**src/rtl/fig_pkg.sv**
```systemverilog
package fig_pkg;
  typedef logic [1:0] scale_t;

  localparam int unsigned PKT_FULL = 1024;
  localparam int unsigned PKT_W    = $clog2(PKT_FULL) + 1;
  localparam int unsigned FS_SHIFT = 3;
  localparam int unsigned MAX_CODE = 3;

  // power-of-two multiple of the 15.625 us base period
  function automatic int unsigned len_shift(scale_t code, logic fs);
    return (MAX_CODE - int'(code)) + (fs ? FS_SHIFT : 0);
  endfunction
endpackage

```
**src/rtl/fig_len_sel.sv**
```systemverilog
module fig_len_sel
  import fig_pkg::*;
#(
  parameter int unsigned BASE_CYC = 16,
  parameter int unsigned LEN_W    = 11
) (
  input  scale_t           code,
  input  logic             fs,
  output logic [LEN_W-1:0] len
);
  always_comb begin
    len = LEN_W'(BASE_CYC) << len_shift(code, fs);
  end
endmodule

```
**src/rtl/fig_timer.sv**
```systemverilog
module fig_timer #(
  parameter int unsigned LEN_W = 11,
  parameter int unsigned CNT_W = 14
) (
  input  logic             clk,
  input  logic             rst_n,
  input  logic             enable,
  input  logic [LEN_W-1:0] next_len,
  output logic             tick,
  output logic [CNT_W-1:0] frame_cnt
);
  logic             run_q;
  logic [LEN_W-1:0] len_q;
  logic [LEN_W-1:0] tmr_q;
  logic [LEN_W-1:0] eff_len;
  logic             at_end;

  // first enabled cycle takes the live length; later cycles keep the latched one
  assign eff_len = run_q ? len_q : next_len;
  assign at_end  = (tmr_q == LEN_W'(eff_len - LEN_W'(1)));

  always_ff @(posedge clk or negedge rst_n) begin
    if (!rst_n) begin
      run_q     <= 1'b0;
      len_q     <= '0;
      tmr_q     <= '0;
      tick      <= 1'b0;
      frame_cnt <= '0;
    end else if (!enable) begin
      run_q <= 1'b0;
      tmr_q <= '0;
      tick  <= 1'b0;
    end else begin
      run_q <= 1'b1;
      if (at_end) begin
        tmr_q     <= '0;
        tick      <= 1'b1;
        frame_cnt <= frame_cnt + CNT_W'(1);
        len_q     <= next_len;
      end else begin
        tmr_q <= tmr_q + LEN_W'(1);
        tick  <= 1'b0;
        len_q <= eff_len;
      end
    end
  end

  assert_tmr_in_range_R2: assert property (@(posedge clk) disable iff (!rst_n)
    run_q |-> (tmr_q < len_q));

  assert_len_hold_R4: assert property (@(posedge clk) disable iff (!rst_n)
    (run_q && $past(run_q) && tmr_q != '0) |-> $stable(len_q));

  assert_tick_needs_enable_R8: assert property (@(posedge clk) disable iff (!rst_n)
    tick |-> $past(enable));

  assert_tick_width_R9: assert property (@(posedge clk) disable iff (!rst_n)
    tick |=> !tick);

  assert_cnt_step_R7: assert property (@(posedge clk) disable iff (!rst_n)
    tick |-> (frame_cnt == CNT_W'($past(frame_cnt) + CNT_W'(1))));

  assert_cnt_hold_R7: assert property (@(posedge clk) disable iff (!rst_n)
    !tick |-> $stable(frame_cnt));
endmodule

```
**src/rtl/fig_pkt_sel.sv**
```systemverilog
module fig_pkt_sel
  import fig_pkg::*;
(
  input  logic             clk,
  input  logic             rst_n,
  input  logic             debug_en,
  input  scale_t           code,
  output logic [PKT_W-1:0] max_pkt
);
  always_ff @(posedge clk or negedge rst_n) begin
    if (!rst_n) begin
      max_pkt <= PKT_W'(PKT_FULL);
    end else if (debug_en) begin
      max_pkt <= PKT_W'(PKT_FULL) >> code;
    end else begin
      max_pkt <= PKT_W'(PKT_FULL);
    end
  end

  assert_pkt_pow2_R5: assert property (@(posedge clk) disable iff (!rst_n)
    $countones(max_pkt) == 1);

  assert_pkt_floor_R5: assert property (@(posedge clk) disable iff (!rst_n)
    max_pkt >= PKT_W'(PKT_FULL >> MAX_CODE));

  assert_pkt_full_R6: assert property (@(posedge clk) disable iff (!rst_n)
    !$past(debug_en) |-> max_pkt == PKT_W'(PKT_FULL));
endmodule

```
**src/rtl/frame_interval_gen.sv**
```systemverilog
module frame_interval_gen
  import fig_pkg::*;
#(
  parameter int unsigned BASE_CYC = 16,
  parameter int unsigned CNT_W    = 14
) (
  input  logic             clk,
  input  logic             rst_n,
  input  logic             enable,
  input  logic [1:0]       scale_code,
  input  logic             full_speed,
  input  logic             debug_en,
  output logic             frame_start,
  output logic [CNT_W-1:0] frame_cnt,
  output logic [10:0]      max_pkt
);
  localparam int unsigned MAX_MULT = 1 << (MAX_CODE + FS_SHIFT);
  localparam int unsigned LEN_W    = $clog2(BASE_CYC * MAX_MULT) + 1;

  logic [LEN_W-1:0] next_len;

  fig_len_sel #(.BASE_CYC(BASE_CYC), .LEN_W(LEN_W)) i_len (
    .code (scale_code),
    .fs   (full_speed),
    .len  (next_len)
  );

  fig_timer #(.LEN_W(LEN_W), .CNT_W(CNT_W)) i_timer (
    .clk       (clk),
    .rst_n     (rst_n),
    .enable    (enable),
    .next_len  (next_len),
    .tick      (frame_start),
    .frame_cnt (frame_cnt)
  );

  fig_pkt_sel i_pkt (
    .clk      (clk),
    .rst_n    (rst_n),
    .debug_en (debug_en),
    .code     (scale_code),
    .max_pkt  (max_pkt)
  );
endmodule

```
**config.mk**
```make
export PLATFORM = sky130hd
export DESIGN_NAME = frame_interval_gen
export DESIGN_NICKNAME = d
export VERILOG_FILES = /design/src/rtl/fig_pkg.sv /design/src/rtl/fig_len_sel.sv /design/src/rtl/fig_timer.sv /design/src/rtl/fig_pkt_sel.sv /design/src/rtl/frame_interval_gen.sv
export SDC_FILE = /design/constraint.sdc
export NUM_CORES = 1
export LEC_CHECK = 0
export ABC_CLOCK_PERIOD_IN_PS = 4000
export CORE_ASPECT_RATIO = 1.2
export CORE_MARGIN = 4
export CORE_UTILIZATION = 23
export CTS_BUF_LIST = sky130_fd_sc_hd__clkbuf_4 sky130_fd_sc_hd__clkbuf_8
export DETAILED_ROUTE_END_ITERATION = 6
export GPL_ROUTABILITY_DRIVEN = 0
export PLACE_DENSITY = 0.45
export SLEW_MARGIN = 20
export SYNTH_ARGS = -nofsm -noshare
export SYNTH_HDL_FRONTEND = slang
export SYNTH_SLANG_ARGS = --single-unit
```
**constraint.sdc**
```tcl
create_clock -name clk -period 4 [get_ports clk]
set_input_delay 0.8 -clock clk [delete_from_list [all_inputs] [get_ports clk]]
set_output_delay 0.8 -clock clk [all_outputs]
set_load 0.01 [all_outputs]
```
Yosys cells after proc, flatten, opt, wreduce, memory -nomap -nowiden
Index checks and enable logic that the tools add are counted.
{ "word_totals": {"in_bits": 7, "elab_cells": 24, "ff_bits": 49, "output_inout_bits": 26} }
{ "classes": {"n_eq_ne": 1, "n_mux": 9, "shifts": 2, "add_sub_neg": 5, "n_reduce_logical": 1} }
{ "op_table": {"columns": ["op", "count"], "rows": [
  ["2-to-1 mux 11 bit", 5],
  ["adder 32 bit", 1],
  ["<< shifter 5 x 32 -> 11 bit (first input constant)", 1],
  ["adder 14 x 1 -> 14 bit (second input constant)", 1],
  ["adder 11 x 1 -> 11 bit (second input constant)", 1],
  ["equality test 11 bit", 1],
  [">> shifter 11 x 2 -> 11 bit (first input constant)", 1],
  ["subtractor 11 x 1 -> 11 bit (second input constant)", 1],
  ["2-to-1 mux 1 bit", 3],
  ["subtractor 2 x 2 -> 3 bit (first input constant)", 1],
  ["2-to-1 mux 2 bit", 1],
  ["AND reduction 2 bit", 1]
]} }

Logic depth before layout (Yosys ltp)
{ "logic_depth": {"ltp_word": 8, "ltp_mapped": 14, "mapped_depth_nobuf": 10} }

Cells and area by module
Synthesis repeated with hierarchy kept, for this count alone.
{ "unflattened": {"hier_cells": 240, "area_unflattened_um2": 2513.7} }
{ "by_module_without_submodules": {"columns": ["module", "n_inst", "area_each_um2", "seq_area_each_um2", "cells_each"], "rows": [
  ["fig_timer", 1, 2190.9, 950.9, 207],
  ["fig_pkt_sel", 1, 187.7, 101.3, 16],
  ["fig_len_sel", 1, 135.1, 0.0, 17]
]} }

Worst setup path after synthesis
No wires, ideal clock.
{ "synth_path": {"kind": "in2reg", "start": "in scale_code[0]", "end": "reg i_timer.frame_cnt[8]", "stages": 13, "n_path_buf": 3, "required_time_ns": 3.921, "setup_ns": 0.079, "slack_ns": 0.348, "t_arrival_ns": 3.572, "path_cell_list": "inv_1 -> ha_1 -> fa_1 -> buf_2 -> nor3b_1 -> mux2i_1 -> xnor2_1 -> or3_1 -> and2_1 -> clkbuf_1 -> buf_2 -> nor4_1 -> xor2_1"} }
{ "synth_between": {"elab_chain_cells": 7} }
{ "synth_lines": {"columns": ["element", "line", "source"], "rows": [
  ["start: declaration", "frame_interval_gen.sv:10", "input logic [1:0] scale_code,"],
  ["subtractor 2 x 2 -> 3 bit", "fig_pkg.sv:11", "return (MAX_CODE - int'(code)) + (fs ? FS_SHIFT : 0);"],
  ["adder 32 bit", "fig_pkg.sv:11", null],
  ["<< shifter 5 x 32 -> 11 bit", "fig_len_sel.sv:12", "len = LEN_W'(BASE_CYC) << len_shift(code, fs);"],
  ["2-to-1 mux 11 bit", "fig_timer.sv:19", "assign eff_len = run_q ? len_q : next_len;"],
  ["subtractor 11 x 1 -> 11 bit", "fig_timer.sv:20", "assign at_end = (tmr_q == LEN_W'(eff_len - LEN_W'(1)));"],
  ["equality test 11 bit", "fig_timer.sv:20", null],
  ["AND reduction 2 bit (no line)", null, null],
  ["end signal: assignment", "fig_timer.sv:38", "frame_cnt <= frame_cnt + CNT_W'(1);"],
  ["end: declaration", "fig_timer.sv:10", "output logic [CNT_W-1:0] frame_cnt"]
]} }
No other way between the ends.
A chain may end at the register's enable or synchronous reset.

Final worst setup path
{ "layout_path": {"start": "in full_speed", "end": "reg i_timer.len_q[6]"} }
{ "layout_between": {"elab_chain_cells": 7} }
{ "layout_lines": {"columns": ["element", "line", "source"], "rows": [
  ["start: declaration", "frame_interval_gen.sv:11", "input logic full_speed,"],
  ["2-to-1 mux 2 bit *", "fig_pkg.sv:11", null],
  ["adder 32 bit *", "fig_pkg.sv:11", null],
  ["<< shifter 5 x 32 -> 11 bit *", "fig_len_sel.sv:12", null],
  ["2-to-1 mux 11 bit", "fig_timer.sv:19", null],
  ["subtractor 11 x 1 -> 11 bit", "fig_timer.sv:20", null],
  ["equality test 11 bit", "fig_timer.sv:20", null],
  ["2-to-1 mux 11 bit *", "fig_timer.sv:35", "if (at_end) begin"],
  ["end signal: assignment", "fig_timer.sv:39", "len_q <= next_len;"],
  ["end signal: assignment", "fig_timer.sv:43", "len_q <= eff_len;"],
  ["end: declaration", "fig_timer.sv:13", "logic [LEN_W-1:0] len_q;"]
]} }
Mark *: on every way between the ends. The rest lies on a longest branch, timed or not.

==> results.json <==
{
  "setup_tns_ns": 0,
  "synth.top_cell.area_share_pct": 38.07,
  "cts_sinks": 42,
  "antenna_cells": 0,
  "fp.dieH_um": 126.6,
  "antenna_found_initial": 0,
  "first_pass_iters": 4,
  "initial_core_util_pct": 23.41,
  "grt_max_degree": 43,
  "syn_area_per_cell_um2": 9.523,
  "hold_path.class": "reg -> reg",
  "clock_path_buffers": 2,
  "clock_latency_ns": 0.31,
  "period_needed_ns": 3.735,
  "drtIter0Drc": 85,
  "async_flop_share_pct": 100.0,
  "drc": 0,
  "cts_tree": "done",
  "synthCells": 283,
  "routed_wl_um": 6578,
  "slew_headroom_pct": 60.75,
  "setup_viol_count_final": 0,
  "yosysWarnings": 0,
  "synth_commonest_cells": "dfrtp_1 (41), nand2_1 (30), nor2_1 (24)",
  "numPortBuffers": 25,
  "vdd_ir_drop_max_mv": 0.1238,
  "floorplan.rows": 43,
  "path_max_fanout": 14,
  "yosysTopAreaCell": "dfrtp_1",
  "clkTransAtPathRegs_ns": 0.09,
  "cap_viol_max_count": 0,
  "finalNetCount": 340,
  "ios": 33,
  "power_mw": 1.180,
  "ys_ff_latch": 42,
  "grt-ovfl-total": 0,
  "synthDistinctLibCells": 55,
  "clock.fmax_mhz": 267.7,
  "vias": 2191,
  "status": "complete, no violations",
  "synthFlopType": "dfrtp_1",
  "dieArea_um2": 13520,
  "drive_gt1_share_pct": 18.84,
  "crit_path_end_kind": "register",
  "place_ws_ns": -0.3665,
  "grt_pass1_wl_um": 11080,
  "drtAntennaViolNets": 0,
  "track_usage_pct": 10.05,
  "htree_levels": 2,
  "synthTopCellsByArea": "dfrtp_1 (38%), xor2_1 (6.2%), nand2_1 (4.2%), xnor2_1 (3.9%), nor2_1 (3.3%)",
  "setup_slack_ns": 0.2648,
  "final_max_slew_viol_count": 0,
  "clock-root-buffer": "clkbuf_8",
  "leakage_nw": 1.471,
  "syn2layout_area_growth_pct": 27.02,
  "die_x_um": 106.8,
  "coreArea_um2": 11510,
  "grt_pass1_vias": 2167,
  "synth_most_common_cell": "dfrtp_1",
  "r2r_cells": 9,
  "ys_seq_area_share_pct": 39.04,
  "cts_buffers": 5,
  "placed_area_um2": 3257,
  "worst_slew_pin_slew_ns": 0.5887,
  "hold_depth": 1,
  "post_drt_wl_per_cell_um": 13.53,
  "rsz0062_at_grt": "no",
  "synth_area_um2": 2695,
  "p_per_area_nw_per_um2": 344.8,
  "dp_hpwl_um": 4746,
  "final_area_um2": 3423,
  "path_class": "in -> reg",
  "critPathRequiredTime_ns": 4.19,
  "hold_viol": 0,
  "arrival_ns": 3.93,
  "fin_crit_sh_pct": 93.38,
  "critPathLaunchType": "primary input",
  "via_per_inst": 4.508,
  "skew_ns": 0.01676,
  "synth_edf_count": 0
}
## cell families after synthesis
kind of cell,share of synthesized area [%]
buffers and inverters,5.942
DFF,39.04
AOI/OAI and AO/OA,10.54
other,0.1391
adders and majority gates,2.600
xor gates and xnor gates,10.96
and+or+nand+nor,28.88
muxes,1.903
## stage by stage
step	utilization [%]	hold WS [ns]	cells
6_report	29.73	0.4666	486
5_1_grt	29.73	0.4888	486
4_1_cts	29.42	0.4767	486
3_5_place_dp	28.29	0.4592	477
3_3_place_gp	28.29	0.4612	477
2_1_floorplan	-	0.4847	289
## state kept, by name, summed over array words and instances (netlist names)
signal	cells
i_timer.tmr_q	11
i_timer.frame_cnt	14
i_pkt.max_pkt	4
i_timer.len_q	11
i_timer.run_q	1
i_timer.tick	1
## final timing paths
kind                                    endpoint                  start  slack [ns]
setup / recovery                i_timer.len_q[6]             full_speed        0.26
hold / removal             i_timer.frame_cnt[13]  i_timer.frame_cnt[13]        0.47
setup reg to reg                i_timer.len_q[4]          i_timer.run_q        1.00
hold reg to reg            i_timer.frame_cnt[13]  i_timer.frame_cnt[13]        0.47
max in group asynchronous       i_timer.len_q[2]                  rst_n        3.13
min in group asynchronous   i_timer.frame_cnt[7]                  rst_n        0.48
## cell usage in the layout (no fill, tap or decap), types with 2 or more instances in the layout
cell type         n
nor3_2            3
and2_1            7
ha_1              4
nand3_1          16
buf_12            2
clkdlybuf4s50_1  23
and3_1            6
nand2b_1          2
o211ai_1          2
nor2b_1           2
dfrtp_1          41
or3_1             8
or4b_1            2
clkbuf_8          6
a21oi_1           5
o31ai_1           2
buf_6             2
a222oi_1          5
inv_1             6
nand2_1          30
mux2i_1           4
o21ai_0           9
nand4_1           6
conb_1            7
buf_4            26
nor3b_1           3
nor2_1           24
nor4_2            6
xor2_1           19
xnor2_1          12
nor3_1            7
## area by class of cell
type	instances	area, um2
Clock buffer	7	90.09
Clock inverter	1	30.03
Fill cell	1227	8090
Inverter	6	22.52
Multi-Input combinational cell	219	1531
Sequential cell	42	1052
Tap cell	157	196.4
Timing Repair Buffer	54	500.5
## critical path: stages
cell	delay, ns
clkdlybuf4s50_1	0.48
ha_1	0.18
fa_2	0.51
nor4bb_2	0.21
or3_4	0.38
and2_1	0.17
or3_1	0.39
and2_4	0.19
buf_6	0.16
a222oi_1	0.35
nand3_1	0.11
## per-layer routing
metal	track usage, %	share of wire (%)	up-vias
li1	-	-	1083
met4	3.236	1.5	0
met1	12.68	43	1048
met3	2.087	4.7	9
met2	17.12	51	51
met5	0	0	-
## report_power, final
part	total [mW]	internal, mW	switching [mW]
logic	0.319	0.154	0.165
clock network	0.369	0.211	0.158
registers	0.493	0.453	0.0393
## what timing repair did
item / in CTS / in global routing
setup buffers: 1 / 0
hold buffers: 0 / 0
endpoints found under the setup margin: 11 / 23
pin swaps: 1 / 4
gates resized for setup: 1 / 9
endpoints found under the hold margin: 0 / 0
Power figures use the tool's default switching activity.
